--- src/rtl/pwmch_pkg.sv ---
package pwmch_pkg;

    localparam int FLAG_N    = 3;
    localparam int FLAG_HALF = 0;
    localparam int FLAG_FALL = 1;
    localparam int FLAG_RISE = 2;

    typedef struct packed {
        logic ch_en;
        logic start;
        logic out_en;
        logic pol;
        logic cnt_rst;
        logic comp_en;
    } chan_ctrl_t;

    typedef struct packed {
        logic rise;
        logic fall;
        logic half;
    } flag_vec_t;

    // Apply polarity to a raw waveform: 1 keeps it, 0 inverts it.
    function automatic logic apply_pol(input logic raw, input logic pol);
        return pol ? raw : ~raw;
    endfunction

endpackage

--- src/rtl/pwmch_counter.sv ---
module pwmch_counter #(
    parameter int W = 16
) (
    input  logic         clk,
    input  logic         rst,
    input  logic         hold,
    input  logic         load,
    input  logic         adv_en,
    input  logic [W-1:0] per,
    output logic [W-1:0] cnt,
    output logic         half_ev
);
    logic [W-1:0] nxt;
    logic         adv;

    always_comb begin
        adv = adv_en && !hold && !load;
        if (per == '0 || cnt >= per - 1'b1)
            nxt = '0;
        else
            nxt = cnt + 1'b1;
        half_ev = adv && (per != '0) && (nxt == (per >> 1));
    end

    always_ff @(posedge clk) begin
        if (rst || hold || load)
            cnt <= '0;
        else if (adv)
            cnt <= nxt;
    end
endmodule

--- src/rtl/pwmch_wave.sv ---
module pwmch_wave #(
    parameter int W = 16
) (
    input  logic [W-1:0] cnt,
    input  logic [W-1:0] per,
    input  logic [W-1:0] duty,
    input  logic [W-1:0] dead,
    input  logic         comp_en,
    output logic         valid,
    output logic         p_raw,
    output logic         c_raw
);
    localparam int WE = W + 1;

    logic [WE-1:0] d_eff;
    logic [WE-1:0] comp_lo;
    logic [WE-1:0] cnt_x;

    always_comb begin
        d_eff   = comp_en ? {1'b0, dead} : '0;
        comp_lo = {1'b0, duty} + d_eff;
        cnt_x   = {1'b0, cnt};
        valid   = ({1'b0, duty} > d_eff) && (comp_lo < {1'b0, per});
        p_raw   = valid && (cnt_x >= d_eff) && (cnt < duty);
        c_raw   = valid && (cnt_x >= comp_lo) && (cnt < per);
    end
endmodule

--- src/rtl/pwmch_flags.sv ---
module pwmch_flags
    import pwmch_pkg::*;
(
    input  logic              clk,
    input  logic              rst,
    input  logic              load,
    input  logic              p_raw,
    input  logic              half_ev,
    input  logic [FLAG_N-1:0] clr,
    input  logic [FLAG_N-1:0] ie,
    output logic [FLAG_N-1:0] flags,
    output logic              irq
);
    logic      p_d;
    flag_vec_t ev;

    always_comb begin
        ev.rise = p_raw && !p_d;
        ev.fall = !p_raw && p_d;
        ev.half = half_ev;
        irq     = |(flags & ie);
    end

    always_ff @(posedge clk) begin
        if (rst) begin
            p_d   <= 1'b0;
            flags <= '0;
        end else begin
            p_d <= p_raw;
            if (load)
                flags <= '0;
            else
                flags <= (flags & ~clr) | ev;
        end
    end
endmodule

--- src/rtl/pwmch_top.sv ---
module pwmch_top
    import pwmch_pkg::*;
#(
    parameter int W = 16
) (
    input  logic         clk,
    input  logic         rst,
    input  logic         tick,
    input  logic         ch_en,
    input  logic         start,
    input  logic         out_en,
    input  logic         pol,
    input  logic         cnt_rst,
    input  logic         comp_en,
    input  logic         rise_ie,
    input  logic         fall_ie,
    input  logic         half_ie,
    input  logic [2:0]   flag_clr,
    input  logic         load_req,
    input  logic [W-1:0] sh_period,
    input  logic [W-1:0] sh_duty,
    input  logic [W-1:0] sh_dead,
    output logic         pwm_out,
    output logic         pwm_comp,
    output logic [2:0]   elapsed,
    output logic         irq,
    output logic         load_ack
);
    chan_ctrl_t   ctl;
    logic [W-1:0] act_per, act_duty, act_dead;
    logic [W-1:0] cnt_q;
    logic         half_ev, valid, p_raw, c_raw;

    assign ctl = '{ch_en: ch_en, start: start, out_en: out_en, pol: pol,
                   cnt_rst: cnt_rst, comp_en: comp_en};

    always_ff @(posedge clk) begin
        if (rst) begin
            act_per  <= '0;
            act_duty <= '0;
            act_dead <= '0;
            load_ack <= 1'b0;
        end else begin
            load_ack <= load_req;
            if (load_req) begin
                act_per  <= sh_period;
                act_duty <= sh_duty;
                act_dead <= sh_dead;
            end
        end
    end

    pwmch_counter #(.W(W)) u_cnt (
        .clk    (clk),
        .rst    (rst),
        .hold   (ctl.cnt_rst),
        .load   (load_req),
        .adv_en (ctl.ch_en && ctl.start && tick),
        .per    (act_per),
        .cnt    (cnt_q),
        .half_ev(half_ev)
    );

    pwmch_wave #(.W(W)) u_wave (
        .cnt    (cnt_q),
        .per    (act_per),
        .duty   (act_duty),
        .dead   (act_dead),
        .comp_en(ctl.comp_en),
        .valid  (valid),
        .p_raw  (p_raw),
        .c_raw  (c_raw)
    );

    pwmch_flags u_flags (
        .clk    (clk),
        .rst    (rst),
        .load   (load_req),
        .p_raw  (p_raw),
        .half_ev(half_ev),
        .clr    (flag_clr),
        .ie     ({rise_ie, fall_ie, half_ie}),
        .flags  (elapsed),
        .irq    (irq)
    );

    always_comb begin
        pwm_out  = ctl.ch_en && ctl.out_en && valid && apply_pol(p_raw, ctl.pol);
        pwm_comp = ctl.ch_en && ctl.comp_en && valid && apply_pol(c_raw, ctl.pol);
    end
endmodule

--- config.mk ---
export PLATFORM = sky130hd
export DESIGN_NAME = pwmch_top
export DESIGN_NICKNAME = d
export VERILOG_FILES = /design/src/rtl/pwmch_pkg.sv /design/src/rtl/pwmch_counter.sv /design/src/rtl/pwmch_wave.sv /design/src/rtl/pwmch_flags.sv /design/src/rtl/pwmch_top.sv
export SDC_FILE = /design/constraint.sdc
export NUM_CORES = 1
export LEC_CHECK = 0
export BUFFER_PORTS_ARGS = -buffer_cell sky130_fd_sc_hd__buf_2
export CORE_MARGIN = 1.5
export CORE_UTILIZATION = 62
export CTS_BUF_LIST = sky130_fd_sc_hd__clkbuf_4 sky130_fd_sc_hd__clkbuf_8
export CTS_CLUSTER_DIAMETER = 200
export DETAILED_ROUTE_END_ITERATION = 10
export PLACE_DENSITY = 0.95
export SETUP_SLACK_MARGIN = 0.4
export SLEW_MARGIN = 20
export SYNTH_ARGS = -nofsm -noshare
export SYNTH_HDL_FRONTEND = slang
export SYNTH_HIERARCHICAL = 1
export SYNTH_SLANG_ARGS = --single-unit
--- constraint.sdc ---
create_clock -name clk -period 19 [get_ports clk]
set_input_delay 3.8 -clock clk [delete_from_list [all_inputs] [get_ports clk]]
set_output_delay 3.8 -clock clk [all_outputs]
set_load 0.005 [all_outputs]
==> impl_metrics.yaml <==
timing:
  tns_ns: 0
  finalSetupViolations: 0
  tightest_slew_ns: 0.856
  finalCritPeriodShare_pct: 66.9
  final_hold_viol_count: 0
  relSlewSlack_pct: 42.9
  fin_ws_ns: 6.29
  clock.fmax_mhz: 78.7
  rsz0062_at_grt: "false"
  finalMaxSlewViolations: 0
  fin_skew_ns: 0.00749
  period_needed_ns: 12.71
final_layout:
  fill_cells: 960
  drive_above_1_share_pct: 12.4
  multi_input_area_mm2: 0.00540
  area_delta_synth_final_pct: 7.53
  antenna-diode-count: 0
  fin_nets: 1132
  register_area_mm2: 0.00138
synthesis:
  synth-main-ff-cell: "dfxtp_1"
  synthesis.area_mm2: 0.00728
  synth_common_cells: "ha_1, nor2_1, inv_1"
  synth_top_area_cell: "ha_1"
  synthDistinctLibCells: 87
  avgSynthCellArea_um2: 8.18
  synth_warnings: 6
  yosysMostFrequentCell: "ha_1"
  yosysSeqAreaShare_pct: 19.0
  synth-async-reset-ratio_pct: 0
  syn_inst: 890
  synth_area_leaders: "ha_1, dfxtp_1, mux2i_1"
  synth_nets: 1077
  yosysTopAreaCellShare_pct: 21.0
  ys_ff_latch: 69
  synth_edf_count: 0
clock_tree:
  clkSinkCount: 69
  hold_buffers: 0
  postCtsSetupBuffers: 0
  clk_path_buf_depth: 2
  tritoncts: "built"
  cts_resized: 0
  cts_inserted_buffers: 9
  clk_pin_slew_ns: 0.07
  htree_levels: 3
  clk_latency_ns: 0.37
  cts-root-buf: "clkbuf_8"
route:
  drt_wl_total_mm: 18.8
  drc: 0
  drt_iter0_drc: 615
  via_per_inst: 6.25
  ant_nets: 0
  post_drt_wl_per_cell_um: 17.2
  vias: 6823
  dr.pass1.iters: 6
place:
  place_hpwl_mm: 14.6
  globalplace.congestion: 0.966
  pre_cts_ws_ns: 6.36
  numPortBuffers: 70
critical_path:
  rrSetupSlack_ns: 14.22
  cp.arrival_ns: 8.91
  reg2reg_to: "u_flags/flags[1]$_SDFF_PP0_"
  crit_type: "in2out"
  crit_path_start_kind: "primary input"
  required_ns: 15.20
  reg2reg_depth: 20
  critPathCaptureType: "output pin"
  cp_max_fo: 17
  rr_startpoint: "act_dead[3]$_SDFFE_PP0P_"
global_route:
  grt_first_pass_wirelength_mm: 31.0
  grt_busiest_layer: "met2"
  met1_usage_pct: 36.7
  grt_max_degree: 54
  met2_usage_pct: 52.6
  grt_usage_pct: 30.6
  antenna_found_initial: 0
  grt_pass1_vias: 6715
  grt-ovfl-total: 0
  use_met3_pct: 6.80
worst_hold_path:
  hold_end: "u_flags/flags[1]$_SDFF_PP0_"
  hp-class: "reg2reg"
  min_from: "u_flags/flags[1]$_SDFF_PP0_"
  holdPathStages: 2
floorplan:
  ioPinCount: 71
  die_h_um: 111
  row_count: 39
  die_width_um: 111
  die_area_mm2: 0.0124
  core_mm2: 0.0114
  start_util_pct: 63.7
power_and_ir_drop:
  vdd_ir_drop_max_mv: 0.0699
  total_leakage_power_nw: 3.86
  power.density_mw_per_mm2: 51.6
status:
  status: "completed"
run:
  cap_violations: 0
## logic make-up after synthesis
family | share of synthesized area, %
DFF | 19.0
xor gates and xnor gates | 6.31
adders and majority gates | 21.3
and+or+nand+nor | 20.5
buffers and inverters | 6.89
muxes | 6.95
AOI/OAI and AO/OA | 19.1
## placed cells by master (no fill, tap or decap), types with 6 or more instances in the layout
master     count
a211o_1        6
a21o_1        27
a21oi_1       52
and2_1         6
and3_1         8
buf_2         70
clkbuf_8      10
dfxtp_1       69
ha_1         122
inv_1         86
mux2i_1       49
nand2_1       52
nand2b_1      14
nand3_1       19
nand4_1       19
nor2_1        94
nor2b_1       11
nor3_1        27
nor4_1        11
o2111ai_1      6
o21a_1         9
o21ai_0       30
o21bai_1       6
xnor2_1       26
xor2_1        16
## worst max-delay path by stage
stage,slack [ns],cells past startpoint,startpoint,end
4_1_cts,6.36,25,comp_en,pwm_comp
5_1_grt,5.96,25,comp_en,pwm_comp
2_1_floorplan,6.97,24,comp_en,pwm_comp
6_report,6.29,25,comp_en,pwm_comp
3_5_place_dp,6.36,25,comp_en,pwm_comp
3_3_place_gp,6.53,25,comp_en,pwm_comp
## flip-flops by register name, indices dropped and copies added (netlist names)
register       flops
act_dead          16
act_duty          16
act_per           16
load_ack           1
u_cnt/cnt         16
u_flags/flags      3
u_flags/p_d        1
## critical path, cell delays in order
cell and delay (ns):
buf_2 0.27, nand2_1 0.16, ha_1 0.37, nor2_1 0.31, o311ai_2 0.21, a211oi_2 0.33, o21bai_1 0.09, a21o_1 0.18
a21oi_1 0.17, o21ai_0 0.15, a211o_1 0.34, and3_1 0.15, ha_1 0.29, nand4_1 0.07, nor3_1 0.06, a2111o_1 0.40
o21ai_0 0.27, nor2_1 0.09, a311oi_1 0.39, a41oi_1 0.16, nor3_1 0.19, nor4_2 0.09, xor2_1 0.14, nor2_1 0.10
buf_2 0.11
## through the flow
| step | cell area (um^2) | util, % | instances | hold slack [ns] | total power, mW |
|---|---|---|---|---|---|
| finish | 7830 | 68.5 | 1092 | 0.479 | 0.404 |
| global route | 7830 | 68.5 | 1092 | 0.508 | 0.426 |
| CTS | 7820 | 68.5 | 1092 | 0.481 | 0.404 |
| detailed placement | 7650 | 67.0 | 1077 | 0.471 | 0.294 |
| global placement | 7650 | 67.0 | 1077 | 0.476 | 0.288 |
| floorplan | 7280 | - | 890 | 0.452 | 0.260 |
## metal layers
layer	vias to the layer above	wire length (um)
li1	3295	-
met1	3185	7870
met2	298	8960
met3	45	1400
met4	0	572
met5	-	0
## where the power goes
group          total (mW)  internal [mW]  switching [mW]  leakage (nW)
Clock               0.109         0.0511          0.0582        0.0846
Sequential          0.163          0.151          0.0112         0.566
Combinational       0.132         0.0583          0.0739          3.20
## cell type report
type	count	share of cell area (%)
multi-input cells	706	69.0
flip-flops and latches	69	17.7
repair buffers	73	4.76
inverters	86	4.13
well taps	143	2.29
clock buffers	11	1.85
clock inverters	4	0.320
No activity file was read; power rests on OpenSTA's default activity.
